## src/rtl/cnv_rst_pkg.sv

```systemverilog
package cnv_rst_pkg;

    typedef enum logic [2:0] {
        ST_IDLE,
        ST_PULSE,
        ST_RECOVER,
        ST_CAL_WAIT,
        ST_READY
    } seq_state_t;

    typedef struct packed {
        logic       load;
        seq_state_t nxt;
    } seq_ctl_t;

    function automatic int unsigned at_least(int unsigned v, int unsigned lo);
        return (v < lo) ? lo : v;
    endfunction

    function automatic int unsigned max3(int unsigned a, int unsigned b, int unsigned c);
        int unsigned m;
        m = (a > b) ? a : b;
        return (m > c) ? m : c;
    endfunction

    function automatic int unsigned cnt_width(int unsigned n);
        return (n < 2) ? 1 : $clog2(n);
    endfunction

endpackage

```

## src/rtl/seq_interval_cnt.sv

```systemverilog
module seq_interval_cnt #(
    parameter int unsigned CW = 4
) (
    input  logic          clk,
    input  logic          rst,
    input  logic          load_i,
    input  logic [CW-1:0] load_val_i,
    output logic          expired_o
);
    logic [CW-1:0] cnt_q;

    always_ff @(posedge clk) begin
        if (rst) begin
            cnt_q <= '0;
        end else if (load_i) begin
            cnt_q <= load_val_i;
        end else if (cnt_q != '0) begin
            cnt_q <= cnt_q - 1'b1;
        end
    end

    assign expired_o = (cnt_q == '0);
endmodule

```

## src/rtl/seq_fsm.sv

```systemverilog
module seq_fsm
    import cnv_rst_pkg::*;
#(
    parameter int unsigned PULSE_LEN = 2,
    parameter int unsigned RECOV_LEN = 2,
    parameter int unsigned CAL_LEN   = 8,
    parameter int unsigned CW        = 4
) (
    input  logic          clk,
    input  logic          rst,
    input  logic          start_i,
    input  logic          expired_i,
    output logic [CW-1:0] load_val_o,
    output seq_ctl_t      ctl_o
);
    localparam logic [CW-1:0] LD_PULSE = CW'(PULSE_LEN - 1);
    localparam logic [CW-1:0] LD_RECOV = CW'(RECOV_LEN - 1);
    localparam logic [CW-1:0] LD_CAL   = CW'(CAL_LEN - 1);

    seq_state_t state_q;

    always_comb begin
        ctl_o.nxt  = state_q;
        ctl_o.load = 1'b0;
        load_val_o = '0;
        case (state_q)
            ST_IDLE, ST_READY: begin
                if (start_i) begin
                    ctl_o.nxt  = ST_PULSE;
                    ctl_o.load = 1'b1;
                    load_val_o = LD_PULSE;
                end
            end
            ST_PULSE: begin
                if (expired_i) begin
                    ctl_o.nxt  = ST_RECOVER;
                    ctl_o.load = 1'b1;
                    load_val_o = LD_RECOV;
                end
            end
            ST_RECOVER: begin
                if (expired_i) begin
                    ctl_o.nxt  = ST_CAL_WAIT;
                    ctl_o.load = 1'b1;
                    load_val_o = LD_CAL;
                end
            end
            ST_CAL_WAIT: begin
                if (expired_i) begin
                    ctl_o.nxt = ST_READY;
                end
            end
            default: ctl_o.nxt = ST_IDLE;
        endcase
    end

    always_ff @(posedge clk) begin
        if (rst) begin
            state_q <= ST_IDLE;
        end else begin
            state_q <= ctl_o.nxt;
        end
    end
endmodule

```

## src/rtl/oor_stretch.sv

```systemverilog
module oor_stretch
    import cnv_rst_pkg::*;
#(
    parameter int unsigned HOLD = 4
) (
    input  logic clk,
    input  logic rst,
    input  logic flag_i,
    output logic led_o
);
    localparam int unsigned HOLD_EFF = at_least(HOLD, 1);
    localparam int unsigned HW       = cnt_width(HOLD_EFF);
    localparam logic [HW-1:0] LD_HOLD = HW'(HOLD_EFF - 1);

    logic [HW-1:0] left_q;

    always_ff @(posedge clk) begin
        if (rst) begin
            left_q <= '0;
            led_o  <= 1'b0;
        end else if (flag_i) begin
            left_q <= LD_HOLD;
            led_o  <= 1'b1;
        end else if (left_q != '0) begin
            left_q <= left_q - 1'b1;
        end else begin
            led_o  <= 1'b0;
        end
    end
endmodule

```

## src/rtl/cnv_rst_seq.sv

```systemverilog
module cnv_rst_seq
    import cnv_rst_pkg::*;
#(
    parameter int unsigned NUM_CNV   = 2,
    parameter int unsigned PULSE_CYC = 2,
    parameter int unsigned RECOV_CYC = 2,
    parameter int unsigned CAL_CYC   = 4096,
    parameter int unsigned OOR_HOLD  = 1024
) (
    input  logic               clk,
    input  logic               rst,
    input  logic               start_i,
    input  logic [NUM_CNV-1:0] oor_i,
    output logic [NUM_CNV-1:0] cnv_rst_o,
    output logic               ready_o,
    output logic [NUM_CNV-1:0] oor_led_o
);
    localparam int unsigned P_EFF = at_least(PULSE_CYC, 2);
    localparam int unsigned R_EFF = at_least(RECOV_CYC, 1);
    localparam int unsigned C_EFF = at_least(CAL_CYC, 1);
    localparam int unsigned CW    = cnt_width(max3(P_EFF, R_EFF, C_EFF));

    seq_ctl_t      ctl;
    logic [CW-1:0] load_val;
    logic          expired;

    seq_fsm #(
        .PULSE_LEN (P_EFF),
        .RECOV_LEN (R_EFF),
        .CAL_LEN   (C_EFF),
        .CW        (CW)
    ) u_fsm (
        .clk        (clk),
        .rst        (rst),
        .start_i    (start_i),
        .expired_i  (expired),
        .load_val_o (load_val),
        .ctl_o      (ctl)
    );

    seq_interval_cnt #(.CW(CW)) u_cnt (
        .clk        (clk),
        .rst        (rst),
        .load_i     (ctl.load),
        .load_val_i (load_val),
        .expired_o  (expired)
    );

    // one output flop per converter, all fed from the same next-state decode
    for (genvar k = 0; k < NUM_CNV; k++) begin : g_cnv
        always_ff @(posedge clk) begin
            if (rst) begin
                cnv_rst_o[k] <= 1'b0;
            end else begin
                cnv_rst_o[k] <= (ctl.nxt == ST_PULSE);
            end
        end

        oor_stretch #(.HOLD(OOR_HOLD)) u_oor (
            .clk    (clk),
            .rst    (rst),
            .flag_i (oor_i[k]),
            .led_o  (oor_led_o[k])
        );
    end

    always_ff @(posedge clk) begin
        if (rst) begin
            ready_o <= 1'b0;
        end else begin
            ready_o <= (ctl.nxt == ST_READY);
        end
    end
endmodule

```

## config.mk

```make
export PLATFORM = sky130hd
export DESIGN_NAME = cnv_rst_seq
export DESIGN_NICKNAME = d
export VERILOG_FILES = /design/src/rtl/cnv_rst_pkg.sv /design/src/rtl/seq_interval_cnt.sv /design/src/rtl/seq_fsm.sv /design/src/rtl/oor_stretch.sv /design/src/rtl/cnv_rst_seq.sv
export SDC_FILE = /design/constraint.sdc
export NUM_CORES = 1
export LEC_CHECK = 0
export BUFFER_PORTS_ARGS = -buffer_cell sky130_fd_sc_hd__buf_2
export CORE_MARGIN = 1.5
export CORE_UTILIZATION = 48
export DETAILED_ROUTE_END_ITERATION = 8
export HOLD_SLACK_MARGIN = 0.12
export PLACE_DENSITY = 0.65
export SLEW_MARGIN = 20
export SYNTH_ARGS = -nofsm -noshare
export SYNTH_HDL_FRONTEND = slang
export SYNTH_SLANG_ARGS = --single-unit
```

## constraint.sdc

```tcl
create_clock -name clk -period 2.8 [get_ports clk]
set_clock_uncertainty 0.1 [all_clocks]
set_input_delay 0.84 -clock clk [delete_from_list [all_inputs] [get_ports clk]]
set_output_delay 0.84 -clock clk [all_outputs]
set_load 0.01 [all_outputs]
```

**Word level (Yosys, flattened, before mapping)**

Cells that the tools add are included.

- Input port bits: 5
- Output and inout bits: 5
- Register bits: 39
- Logic and storage cells: 48

- Mux-type cells: 20
- $add $sub $neg: 3
- Eq/ne operators: 8
- Reductions and logical operators: 9

Operator list:

| cell | count |
|---|---|
| two-way mux 10 bit | 4 |
| two-way mux 12 bit | 3 |
| one-hot mux 12 bit (3 select lines) | 1 |
| nonzero test 10 bit | 2 |
| subtractor 10 x 1 -> 10 bit (second input constant) | 2 |
| logical NOT 12 bit | 1 |
| two-way mux 4 bit | 3 |
| one-hot mux 3 bit (4 select lines) | 1 |
| nonzero test 12 bit | 1 |
| subtractor 12 x 1 -> 12 bit (second input constant) | 1 |
| equality test 3 x 1 -> 1 bit (second input constant) | 2 |
| equality test 3 x 2 -> 1 bit (second input constant) | 2 |
| equality test 3 bit (second input constant) | 2 |
| two-way mux 1 bit | 6 |
| nonzero test 2 bit | 3 |
| inequality test 2 bit (second input constant) | 2 |
| logical NOT 3 bit | 1 |
| two-way mux 3 bit | 1 |
| one-hot mux 1 bit (3 select lines) | 1 |
| OR reduction 2 bit | 1 |

**Depth between registers and ports, before layout**

- Depth after elaboration: 4
- Mapped depth: 8
- Mapped depth without buffers: 7

**Cells and area by module**

From an unflattened synthesis, not the netlist that was laid out.

- Cells, all modules: 283
- Area, all modules: 2344.7 µm²

By module, submodules not included:

| module | cells an instance | times used | area an instance (µm²) |
|---|---|---|---|
| oor_stretch | 77 | 2 | 636.9 |
| seq_interval_cnt | 93 | 1 | 729.4 |
| seq_fsm | 31 | 1 | 264.0 |
| cnv_rst_seq | 5 | 1 | 77.6 |

**Worst setup path after synthesis**

OpenSTA, ideal clock, no wires.

- Path kind: register to register
- Start point: register u_cnt.cnt_q[0]
- End point: register u_cnt.cnt_q[7]
- Clock period less this slack: 1.846 ns
- Setup time: 0.115 ns
- Required time: 2.585 ns
- Path slack: 0.954 ns
- Cell stages (with the launch flop): 8
- Buffers on the path: 0
- Arrival: 1.631 ns
- Path through: dfxtp_1 > inv_1 > ha_1 > nor3b_2 > nand4_2 > o31ai_4 > o21ai_0 > and2_1

- Cells in the longest elaborated chain, start to end: 4
- Elaborated cells between the ends (all ways): 11
- Those cells by class: 1 x add/sub; 7 x mux; 3 x reduce/logical

RTL lines:

| what | line | RTL |
|---|---|---|
| from (decl) | seq_interval_cnt.sv:10 | `logic [CW-1:0] cnt_q;` |
| from (signal assigned) | seq_interval_cnt.sv:16 | `cnt_q <= load_val_i;` |
| from (signal assigned) | seq_interval_cnt.sv:18 | `cnt_q <= cnt_q - 1'b1;` |
| parallel branches: the longest is 4 deep, another holds subtractor 12 x 1 -> 12 bit | - |  |

Several ways; the timed one is not identified. The select of a mux whose other input is x is not followed.
A chain may end at the register's enable or synchronous reset.

**Worst setup path in the final report**

Same ends and word-level chain as after synthesis.

==> impl_metrics.tcl <==
set metrics [dict create \
    cts-root-buf "clkbuf_8" \
    layout_min_cycle_time_ns 2.16 \
    worstReg2RegStart "u_cnt.cnt_q[0]" \
    nNetsFinal 238 \
    fillerInstances 354 \
    synth-xor-area-share 0.0961 \
    gr-usage-all-layers 0.177 \
    muxShareOfSynthArea 0.0111 \
    pre_cts_ws_ns 0.638 \
    syn_area_um2 1910 \
    synth.avg_cell_area_um2 8.58 \
    finalWorstSetupSlack_ns 0.641 \
    yosysWarnings 0 \
    r2r_slack_ns 0.64 \
    wirelength_um 3410 \
    n_antenna_cell 0 \
    start_kind "register" \
    cp.required_ns 2.89 \
    place_hpwl_um 2370 \
    syn_nets 231 \
    clock_latency_ns 0.29 \
    worstSetupPathType "reg -> reg" \
    tightest_slew_ns 0.465 \
    coreArea_um2 3740 \
    cts.sinks 39 \
    finalHoldViolCount 0 \
    htreeDepth 2 \
    leakagePower_nw 0.801 \
    layout_common_cells "dfxtp_1, a21oi_1, nor2_1" \
    cts_setup_buffers 0 \
    rsz0062_at_grt "no" \
    ys.flop_type "dfxtp_1" \
    die_h_um 66.1 \
    grt_pass1_vias 1343 \
    first_pass_iters 4 \
    cp_cell_sequence "inv_1, ha_1, nor3b_2, nand4_2, o31ai_4, o21ai_0, and2_1" \
    drtIter0Drc 66 \
    status "completed" \
    hold_path_class "reg -> reg" \
    routedWlPerCell_um 12.2 \
    tns_ns 0 \
    cp_max_fo 8 \
    crit_cells 7 \
    drc 0 \
    final-instance-count-excl-fill 279 \
    cts_buffer_depth 2 \
    endpoint "u_cnt.cnt_q[7]" \
    max-vdd-ir-drop_uv 484 \
    cts-hold-fix-buffers 0 \
    port_buffers 9 \
    cts_tree "yes" \
    io_pins 10 \
    cp_slowest_cell "nor3b_2" \
    synthAdderAreaFrac 0.0196 \
    period_share 0.771 \
    numCtsBuffers 5 \
    grt_max_degree 19 \
    worst_setup_path_end_kind "register" \
    critPathTopFamily "simple AND/OR/NAND/NOR gates" \
    r2r-end "u_cnt.cnt_q[7]" \
    die_w_um 66.1 \
    dp_cells 271 \
    netlist_instances 223 \
    seq_area_frac_synth 0.408 \
    synth_edf_count 0 \
    die-area_um2 4370 \
    cap_viol_max_count 0 \
    cp-startpoint "u_cnt.cnt_q[0]" \
    synth_cell_types 41 \
    async_reset_ff_frac 0 \
    path_buf_inv 1 \
    ant_nets 0 \
    setup_viol 0 \
    synth_top_family_by_area "simple AND/OR/NAND/NOR gates" \
    post_cts_resized 0 \
    gp_congestion 0.828 \
    grt.overflow.total 0 \
    vias 1495 \
    clk_pin_slew_worst_paths_ns 0.07 \
    final_common_cell "dfxtp_1" \
    maxSlewHeadroom 0.687 \
    vias_per_cell 5.36 \
    synth_seq_cells 39 \
    grt_pass1_wl_um 5810 \
    reg2reg_depth 7 \
    synth_simple_gate_area_frac 0.261 \
    drive_gt1_frac 0.113 \
    area_growth_pct 8.44 \
    rows 22 \
    initial_core_util 0.511 \
    max_freq_ghz 0.463 \
    cp_slowest_stage_delay_ns 0.40 \
    powerDensity_nw_per_um2 899 \
    antenna_found_initial 0 \
    critPathArrivalTime_ns 2.24 \
    synth-compound-area-share 0.162 \
    final_util 0.554 \
    report.final.slew_viol_count 0 \
]
## stage by stage
stage               power, mW  hold WS, ns  cell area (um2)
global placement         1.45        0.361             1970
detailed placement       1.46        0.370             1970
CTS                      1.89        0.380             2070
finish                   1.87        0.372             2070
global route             1.99        0.414             2070
floorplan                1.35        0.340             1910
## routing by layer
| layer | track usage | vias to the layer above | share of wire |
|---|---|---|---|
| met5 | 0 | - | 0 |
| met4 | 0.0842 | 0 | 0.019 |
| met3 | 0.0511 | 6 | 0.023 |
| met2 | 0.279 | 12 | 0.47 |
| met1 | 0.220 | 683 | 0.49 |
| li1 | - | 794 | - |
## kinds of logic after synthesis
logic type	Yosys count
adder cells (fa/ha/maj)	3
AO/OA/AOI/OAI	52
flip-flops	39
AND/OR/NAND/NOR	88
XOR/XNOR	21
multiplexers	2
buffers and inverters	18
## flip-flops by register name, summed over array words and instances, names as in the netlist
name,flops
g_cnv.u_oor.led_o,2
cnv_rst_o,1
ready_o,1
g_cnv.u_oor.left_q,20
u_fsm.state_q,3
u_cnt.cnt_q,12
## worst min path at each step
stage                                         from                  endpoint  slack (ns)  cells after the start
after floorplan           g_cnv[1].u_oor.left_q[9]  g_cnv[1].u_oor.left_q[9]        0.34                      2
after global placement    g_cnv[1].u_oor.left_q[9]  g_cnv[1].u_oor.left_q[9]        0.36                      2
after detailed placement  g_cnv[1].u_oor.left_q[9]  g_cnv[1].u_oor.left_q[9]        0.37                      2
after CTS                 g_cnv[1].u_oor.left_q[9]  g_cnv[1].u_oor.left_q[9]        0.38                      2
after global routing          g_cnv[1].u_oor.led_o      g_cnv[1].u_oor.led_o        0.41                      2
final                     g_cnv[1].u_oor.left_q[9]  g_cnv[1].u_oor.left_q[9]        0.37                      2
## final cells by class
cell class                 instances  area [um2]  area share
inverter                           8        30.0      0.0145
sequential                        39         781       0.376
clock buffer                       8         100      0.0483
timing repair buffer              10        52.6      0.0253
multi-input combinational        166        1050       0.507
tap                               48        60.1      0.0290
## worst min-delay path, stage by stage (launching register included)
cell and delay, ns:
dfxtp_1 0.33, nand2_1 0.05, a21oi_1 0.05
## report_power, final
part           total (mW)  internal [mW]  switching (mW)
sequential          0.763          0.652           0.111
clock               0.413          0.225           0.188
combinational       0.690          0.311           0.379
total                1.87           1.19           0.678
## cells in the mapped netlist (all sizes together) (5+ instances only)
library cell,instances,area (um2)
xnor2,9,78.8
nand2b,5,31.3
or3,5,31.3
nor2,23,86.3
a21oi,32,160
xor2,12,105
o31ai,5,51.3
inv,6,22.5
nor3,8,40.0
dfxtp,39,781
nand2,20,75.1
buf,6,36.3
a31oi,5,31.3
No activity file was read; power rests on OpenSTA's default activity.
